[src/rtl/lwr_pkg.sv]
package lwr_pkg;
  // Width of a counter that indexes n positions (at least 1 bit).
  function automatic int unsigned idx_width(input int unsigned n);
    return (n <= 2) ? 1 : $clog2(n);
  endfunction
endpackage

[src/rtl/lwr_sync_detect.sv]
module lwr_sync_detect (
  input  logic clk,
  input  logic rst,
  input  logic frame_sync,
  output logic sync_edge,
  output logic locked
);
  logic fs_prev;

  // Previous sample resets to 1 so a line already high at reset is no edge.
  always_ff @(posedge clk) begin
    if (rst) fs_prev <= 1'b1;
    else     fs_prev <= frame_sync;
  end

  assign sync_edge = frame_sync & ~fs_prev & ~rst;

  always_ff @(posedge clk) begin
    if (rst)            locked <= 1'b0;
    else if (sync_edge) locked <= 1'b1;
  end
endmodule

[src/rtl/lwr_bit_counter.sv]
module lwr_bit_counter #(
  parameter int unsigned WORD_BITS  = 32,
  parameter int unsigned FRAME_BITS = 64,
  parameter int unsigned PRESET     = 13
) (
  input  logic clk,
  input  logic rst,
  input  logic sync_edge,
  output logic word_end
);
  localparam int unsigned CW = lwr_pkg::idx_width(FRAME_BITS);
  localparam int unsigned WW = lwr_pkg::idx_width(WORD_BITS);
  localparam logic [CW-1:0] LAST   = CW'(FRAME_BITS - 1);
  localparam logic [CW-1:0] START  = CW'(PRESET % FRAME_BITS);
  localparam logic [WW-1:0] W_LAST = WW'(WORD_BITS - 1);

  logic [CW-1:0] pos;

  always_ff @(posedge clk) begin
    if (rst)               pos <= START;
    else if (sync_edge)    pos <= '0;
    else if (pos == LAST)  pos <= '0;
    else                   pos <= pos + 1'b1;
  end

  // Word boundary uses the count held before this edge.
  assign word_end = (pos[WW-1:0] == W_LAST) & ~rst;
endmodule

[src/rtl/lwr_word_shifter.sv]
module lwr_word_shifter #(
  parameter int unsigned WORD_BITS = 32
) (
  input  logic                 clk,
  input  logic                 rst,
  input  logic                 serial_in,
  input  logic                 word_end,
  output logic [WORD_BITS-1:0] word_data,
  output logic                 word_valid
);
  logic [WORD_BITS-2:0] acc;

  always_ff @(posedge clk) begin
    if (rst) acc <= '0;
    else     acc <= {acc[WORD_BITS-3:0], serial_in};
  end

  always_ff @(posedge clk) begin
    if (rst) begin
      word_data  <= '0;
      word_valid <= 1'b0;
    end else begin
      word_valid <= word_end;
      if (word_end) word_data <= {acc, serial_in};
    end
  end
endmodule

[src/rtl/lrck_word_rx.sv]
module lrck_word_rx #(
  parameter int unsigned WORD_BITS  = 32,
  parameter int unsigned FRAME_BITS = 64,
  parameter int unsigned PRESET     = 13
) (
  input  logic                 clk,
  input  logic                 rst,
  input  logic                 frame_sync,
  input  logic                 serial_in,
  output logic [WORD_BITS-1:0] word_data,
  output logic                 word_valid,
  output logic                 locked
);
  logic sync_edge;
  logic word_end;

  lwr_sync_detect u_sync (
    .clk        (clk),
    .rst        (rst),
    .frame_sync (frame_sync),
    .sync_edge  (sync_edge),
    .locked     (locked)
  );

  lwr_bit_counter #(
    .WORD_BITS  (WORD_BITS),
    .FRAME_BITS (FRAME_BITS),
    .PRESET     (PRESET)
  ) u_count (
    .clk       (clk),
    .rst       (rst),
    .sync_edge (sync_edge),
    .word_end  (word_end)
  );

  lwr_word_shifter #(
    .WORD_BITS (WORD_BITS)
  ) u_shift (
    .clk        (clk),
    .rst        (rst),
    .serial_in  (serial_in),
    .word_end   (word_end),
    .word_data  (word_data),
    .word_valid (word_valid)
  );
endmodule

[config.mk]
export PLATFORM = sky130hd
export DESIGN_NAME = lrck_word_rx
export DESIGN_NICKNAME = d
export VERILOG_FILES = /design/src/rtl/lwr_pkg.sv /design/src/rtl/lwr_sync_detect.sv /design/src/rtl/lwr_bit_counter.sv /design/src/rtl/lwr_word_shifter.sv /design/src/rtl/lrck_word_rx.sv
export SDC_FILE = /design/constraint.sdc
export NUM_CORES = 1
export LEC_CHECK = 0
export ABC_AREA = 0
export ABC_CLOCK_PERIOD_IN_PS = 4400
export BUFFER_PORTS_ARGS = -buffer_cell sky130_fd_sc_hd__buf_2
export CORE_UTILIZATION = 58
export CTS_CLUSTER_DIAMETER = 50
export DETAILED_ROUTE_END_ITERATION = 8
export GPL_TIMING_DRIVEN = 1
export PLACE_DENSITY_LB_ADDON = 0.08
export SYNTH_ARGS = -nofsm -noshare
export SYNTH_HDL_FRONTEND = slang
export SYNTH_SLANG_ARGS = --single-unit
[constraint.sdc]
create_clock -name clk -period 4.4 [get_ports clk]
set_clock_uncertainty 0.1 [all_clocks]
set_input_delay 0.66 -clock clk [delete_from_list [all_inputs] [get_ports clk]]
set_output_delay 0.66 -clock clk [all_outputs]
set_load 0.05 [all_outputs]
; Word level (Yosys, flattened, before mapping)
; Cells that the tools add are included.
[op_classes]
addsub = 1
n_mul = 0
div_mod_pow = 0
magnitude_cmp = 0
eq_ne = 2
shifts = 0
n_mux = 2
bitwise_logic = 5
reduce_logical = 1
[ops]
columns = op, n
row1 = 4-bit two-way mux, 2
row2 = 6-bit by 1-bit adder with 6-bit output (second input constant), 1
row3 = 6-bit == test (second input constant), 1
row4 = 5-bit == test (second input constant), 1
row5 = 1-bit AND, 3
row6 = 3-bit OR reduction, 1
row7 = 1-bit inverter, 2
[totals]
register_bits = 72
latchBits = 0
mem_bits_rw = 0
mem_bits_ro = 0
input_bits = 4
out_inout_bits = 34
word_cells = 18
mem_count = 0

; Depth between registers and ports, before layout
; Gate-level depths: netlist (run 1).
[depth]
ltp_word = 4
mapped_depth = 7
depth_no_buf = 5

; Hierarchy
; A second synthesis (run 1) with hierarchy kept.
[unflattened]
hier_cells = 204
area_unflattened_um2 = 2392.3
[modules_own_cells]
columns = module, instances, cells_per_inst, area_each_um2, seq_area_each_um2
row1 = lwr_word_shifter, 1, 171, 2040.7, 1281.2
row2 = lwr_bit_counter, 1, 26, 275.3, 120.1
row3 = lwr_sync_detect, 1, 7, 76.3, 40.0

; Worst setup path after synthesis (run 1)
; Ideal clock, no wire load.
[synth_path]
kind = reg2reg
from = register u_count.pos[0]
to = register u_shift.word_data[22]
setup_ps = 128
arrival_ps = 1501
t_required_ps = 4172
setup_slack_ps = 2671
stages_incl_launch_ff = 8
n_path_buf = 2
period_less_slack_ps = 1729
cell_sequence = dfxtp_1 -> ha_1 -> and3_2 -> ha_1 -> buf_2 -> buf_2 -> mux2i_1 -> nor2_1
[synth_between]
elab_chain_len = 2
[synth_lines]
columns = element, line_no
row1 = start: declaration, lwr_bit_counter.sv:17  ; logic [CW-1:0] pos;
row2 = start signal: assignment, lwr_bit_counter.sv:23  ; else pos <= pos + 1'b1;
row3 = 5-bit == test, lwr_bit_counter.sv:27  ; assign word_end = (pos[WW-1:0] == W_LAST) & ~rst;
row4 = 1-bit AND, lwr_bit_counter.sv:27
row5 = end signal: assignment, lwr_word_shifter.sv:24  ; if (word_end) word_data <= {acc, serial_in};
row6 = end: declaration, lwr_word_shifter.sv:8  ; output logic [WORD_BITS-1:0] word_data,
; Every way passes these cells.
; A chain may end at the register's enable or synchronous reset.

; Worst setup path after layout (run 1)
[layout_path]
from = register u_count.pos[0]
to = register u_shift.word_data[7]
; The elaborated chain is that of the path after synthesis.

==> results of run 1 <==
-- critical path: stages, from the launching register on --
cell and delay, ns:
dfxtp_1 0.37, ha_1 0.24, and3_2 0.19, ha_2 0.83
mux2i_1 0.28, nor2_1 0.06
-- state kept, by name, summed over array words and instances, names as in the netlist --
| name | count |
|---|---|
| u_shift.word_data | 32 |
| u_sync.locked | 1 |
| u_shift.acc | 31 |
| u_shift.word_valid | 1 |
| u_count.pos | 6 |
| u_sync.fs_prev | 1 |
-- cell usage in the layout, fill, tap and decap left out --
master      count
a311oi_2        1
clkbuf_1        1
nand2_1         3
clkinv_2        2
and3_1          1
or2_2           1
nor2_1         34
and2_1          2
nand3_2         1
a311oi_1        1
xnor2_1         2
clkinvlp_4      1
mux2i_1        32
nor2b_1        33
or3_1           1
dfxtp_1        72
nand3_1         1
buf_2          37
clkbuf_8       11
and3_2          1
o21bai_1        1
inv_1           1
ha_2            1
ha_1            1
a21o_1          2
-- report_power, final --
| part | internal [mW] | switching (mW) | total [mW] |
|---|---|---|---|
| sequential | 0.659 | 0.00633 | 0.665 |
| combinational | 0.0115 | 0.0204 | 0.0319 |
| clock | 0.230 | 0.216 | 0.447 |
-- how the worst max path moves through the flow --
| stage | cells past startpoint | endpoint |
|---|---|---|
| after detailed placement | 5 | u_shift.word_data[24] |
| final | 5 | u_shift.word_data[7] |
| after global routing | 5 | u_shift.word_data[7] |
| after floorplan | 7 | u_shift.word_data[22] |
| after CTS | 5 | u_shift.word_data[24] |
| after global placement | 5 | u_shift.word_data[15] |
-- per-stage QoR --
step,worst slack (ns),std cells
2_1_floorplan,2.67,204
3_3_place_gp,2.23,277
3_5_place_dp,2.12,277
4_1_cts,2.12,292
5_1_grt,1.93,292
6_report,2.14,292
-- layer usage --
layer | global-route usage (%) | vias up | part of all wire [%]
li1 | - | 728 | -
met1 | 22.5 | 643 | 49
met2 | 27.0 | 33 | 44
met3 | 6.77 | 9 | 5.3
met4 | 11.1 | 0 | 2.4
met5 | 0 | - | 0
-- logic make-up (layout without fill, tap and decap cells) --
family,Yosys count,in the layout
AND/OR/NAND/NOR,78,78
flip-flops,72,72
multiplexers,32,32
buffers and inverters,13,53
AO/OA/AOI/OAI,5,5
adder cells (fa/ha/maj),2,2
XOR/XNOR,2,2
-- area by class of cell --
class | count | area (um2)
fill | 291 | 1070
tap | 48 | 60.1
clock buffer | 12 | 155
sequential | 72 | 1440
multi-input combinational | 119 | 811
clock inverter | 3 | 17.5
timing repair buffer | 37 | 185
inverter | 1 | 3.75
==> flow_summary.ini, run 1 <==
[run_status]
outcome = finished clean

[detailed_routing]
via_count = 1413
drc_errors = 0
totalWireLength_um = 3460
wl_per_cell_um = 11.8
viasPerCell = 4.84
drt_pass1_iterations = 4
ant_nets = 0
detail_route.iter0.violations = 66

[timing]
setup_viol = 0
max_freq_mhz = 443
hold_violations = 0
finalCritPeriodShare_pct = 51.3
finalSetupTns_ns = 0
slew_headroom_pct = 22.9
slew_viol_final = 0
rsz0062_at_grt = false
hold-worst-slack_ns = 0.362
period_needed_ns = 2.26
worstMarginPinSlew_ns = 1.16

[worst_setup_path]
arrival_ns = 2.33
crit_required_ns = 4.48
reg2reg_from = u_count.pos[0]
r2r-end = u_shift.word_data[7]
worstPathMaxFanout = 33
rr_worst_depth = 5
r2r_slack_ns = 2.14
crit_start = u_count.pos[0]
setup.worst_path.class = register to register
start_kind = register
crit_path_end_kind = register

[yosys]
synth_nets = 210
synthAdderAreaFrac_pct = 1.08
synth_top_cells_by_count = dfxtp_1 (72), nor2_1 (34), nor2b_1 (33)
synth_area_leaders = dfxtp_1 (62%), mux2i_1 (14%), nor2b_1 (8.9%)
synthMuxAreaShare_pct = 13.9
yosysWarnings = 0
synth_top_family_by_area = simple AND/OR/NAND/NOR gates
synth-main-ff-cell = dfxtp_1
synth-edff-count = 0
synth_cells = 204
synth_xor_xnor_area_share_pct = 0.758
synth_cell_type_count = 22
synth-compound-area-share_pct = 2.00
yosysTopAreaCell = dfxtp_1
seq_area_frac_synth_pct = 62.4
ys_seq_elements = 72
syn_area_per_cell_um2 = 11.3
synth_top_area_share_pct = 62.4
synthArstFlopShare_pct = 0
synth_most_common_cell = dfxtp_1
synthSimpleGateAreaFrac_pct = 17.3
netlist_area_mm2 = 0.00231

[min_path]
min_to = u_shift.acc[11]
worstHoldPathCells = 1
hp-start = u_shift.acc[10]
hp-class = register to register

[power]
leakagePower_nw = 1.11
pwr_density_cell_mw_per_mm2 = 428
ir_drop_mv = 0.343
finalPower_mw = 1.14

[global_route]
grt_max_degree = 72
grt_pass1_vias = 1347
grt_overflow = 0
track_usage_pct = 18.2
antenna_found_initial = 0
grt_pass1_wl_um = 5750

[clocking]
cts_hold_buffers = 0
tritoncts = done
path_clk_slew_ns = 0.07
clk_path_buf_depth = 2
cts-root-buf = clkbuf_8
cts_buffers = 9
postCtsResizedCells = 0
cts_setup_buffers = 0
clock_latency_ns = 0.33
clock_sinks = 72
htreeDepth = 3

[finish]
drive_gt1_share_pct = 23.0
final_area_mm2 = 0.00267
final_util_pct = 71.4
diodes = 0
syn_to_final_growth_pct = 15.8
nNetsFinal = 246

[placed_design]
place_area_mm2 = 0.00250
port_buffers = 37
globalplace.congestion = 0.680
dpl.hpwl_um = 2150

[floorplan]
die_height_um = 65.1
rows = 22
core_area_mm2 = 0.00374
die_x_um = 65.1
ios = 38
die_area_mm2 = 0.00424
initial_core_util_pct = 61.7

[job]
maxCapViolations = 0
(Power assumes the default switching activity.)
==> run 2: changes to the inputs <==
ABC_CLOCK_PERIOD_IN_PS = 1800   (was 4400)
CORE_UTILIZATION = 49   (was 58)
clock period = 1.8 ns   (was 4.4 ns; I/O delays follow)
==> run 2 against run 1 <==
Register-to-register slack worse by 2.0 ns. Clock power up 140%. Sequential power up 150%. The run now ends with design-rule violations left. Global-route usage down 0.37 points. Design area up 3.4%. Core utilization down 9.2 points. Wire length up 14%. Via count up 3.5%. Setup slack worse by 2.0 ns. Combinational power rose to 2.7 times the previous value.
==> flow_summary.ini, run 2 (same netlist as run 1, synthesis figures left out) <==
[run_status]
outcome = complete, but fails checks
violations = design-rule violations

[finish]
final_util_pct = 62.2
diodes = 0
layout_commonest_cell = dfxtp_1
largest_reg_flops = 32
syn_to_final_growth_pct = 19.7
nNetsFinal = 251
final_cell_mix = dfxtp_1 (72), buf_2 (37), nor2_1 (34)
reg.largest.list = u_shift.word_data (32), u_shift.acc (31), u_count.pos (6)
drive_gt1_share_pct = 24.4
top_register = u_shift.word_data

[power]
clock_power_share_pct = 38.8
internal-power_mw = 2.18
swShare_pct = 22.1
leakagePower_nw = 1.14
p_sw_mw = 0.617
seqPwrFrac_pct = 58.1
combPwrFrac_pct = 3.1
pwr_density_cell_mw_per_mm2 = 1010
ir_drop_mv = 0.546

[floorplan]
rows = 24
ios = 38
initial_core_util_pct = 52.0
die_x_um = 70.7
core_area_mm2 = 0.00444
die_area_mm2 = 0.00499
die_height_um = 70.7

[clocking]
tritoncts = done
postCtsResizedCells = 0
cts_buffers = 9
clock_sinks = 72
htreeDepth = 3
clock_latency_ns = 0.34
path_clk_slew_ns = 0.07
cts_setup_buffers = 0
clk_path_buf_depth = 2
cts-root-buf = clkbuf_8
cts_hold_buffers = 0

[timing]
slew_viol_final = 0
finalSetupTns_ns = 0
period_needed_ns = 1.63
worstMarginPinSlew_ns = 0.425
setup_viol = 0
hold_violations = 0
rsz0062_at_grt = false
finalCritPeriodShare_pct = 90.8
max_freq_mhz = 612
slew_headroom_pct = 71.5

[global_route]
track_usage_pct = 17.8
grt_pass1_vias = 1458
grt_pass1_wl_um = 6640
use_met3_pct = 4.99
grt_max_degree = 31
grt_overflow = 0
grtUsageMet2_pct = 28.2
antenna_found_initial = 0
busiest_layer = met2
use_met1_pct = 20.6

[placed_design]
globalplace.congestion = 0.716
dpl.hpwl_um = 2460
port_buffers = 37

[job]
maxCapViolations = 0

[detailed_routing]
wl_per_cell_um = 13.0
totalWireLength_um = 3930
detail_route.iter0.violations = 46
via_count = 1463
viasPerCell = 4.84
ant_nets = 0
drt_pass1_iterations = 6
drc_errors = 3

[worst_setup_path]
crit_family = adder cells
arrival_ns = 1.75
slowest_stage = dfxtp_1
crit_path_end_kind = register
start_kind = register
crit_required_ns = 1.92
cp_slowest_stage_delay_ns = 0.38
crit_path_cell_trace = ha_2 -> and3_2 -> ha_4 -> buf_12 -> mux2i_1 -> nor2_1
r2r_slack_ns = 0.17
setup.worst_path.class = register to register
worstPathMaxFanout = 14
path_buf_inv = 1

[min_path]
hp-class = input port to register
run 2: cell count changes in the layout (fill, tap and decap cells not counted), sizes merged:
cell | before | now
buf | 37 | 41
clkbuf | 12 | 14
run 2: cell type report:
type                    count  area, um2
fillers                   382       1680
clock buffers              13        149
inverters                   1       3.75
clock inverters             3       17.5
multi-input cells         119        823
flip-flops and latches     72       1440
repair buffers             42        265
well taps                  52       65.1
run 2: path summary, 6_finish.rpt:
kind / depth (start not counted) / endpoint / from
setup / recovery: 6 / u_shift.word_data[22] / u_count.pos[0]
hold / removal: 2 / u_sync.fs_prev / frame_sync
setup reg to reg: 6 / u_shift.word_data[22] / u_count.pos[0]
hold reg to reg: 1 / u_shift.acc[28] / u_shift.acc[27]
run 2: power groups by stage:
stage / clock [mW] / combinational, mW / sequential, mW
after floorplan: 0 / 0.0591 / 1.66
after global placement: 0 / 0.0787 / 1.66
after detailed placement: 0 / 0.0837 / 1.66
after CTS: 1.12 / 0.0844 / 1.62
after global routing: 1.19 / 0.0962 / 1.63
final: 1.08 / 0.0861 / 1.63
run 2: stage by stage:
step                      std cells  total power, mW  hold slack [ns]  cell area, um2  setup slack (ns)
after floorplan                 204             1.72            0.274            2310            0.0712
after global routing            302             2.91           0.0302            2770            0.0470
after detailed placement        285             1.74            0.351            2560            0.0803
final                           302             2.80           0.0377            2770             0.166
after global placement          285             1.74            0.342            2560             0.161
after CTS                       301             2.82           0.0192            2730            0.0657
run 2: worst register-to-register path, cell delays in order (launching register included):
cell and delay, ns:
dfxtp_1 0.38, ha_2 0.22, and3_2 0.20, ha_4 0.18, buf_12 0.17, mux2i_1 0.20
nor2_1 0.06
run 2: per-layer routing:
layer	up-vias	share of wire, %
met5	-	0
met2	34	44
met1	681	49
li1	737	-
met3	11	3.8
met4	0	3.3
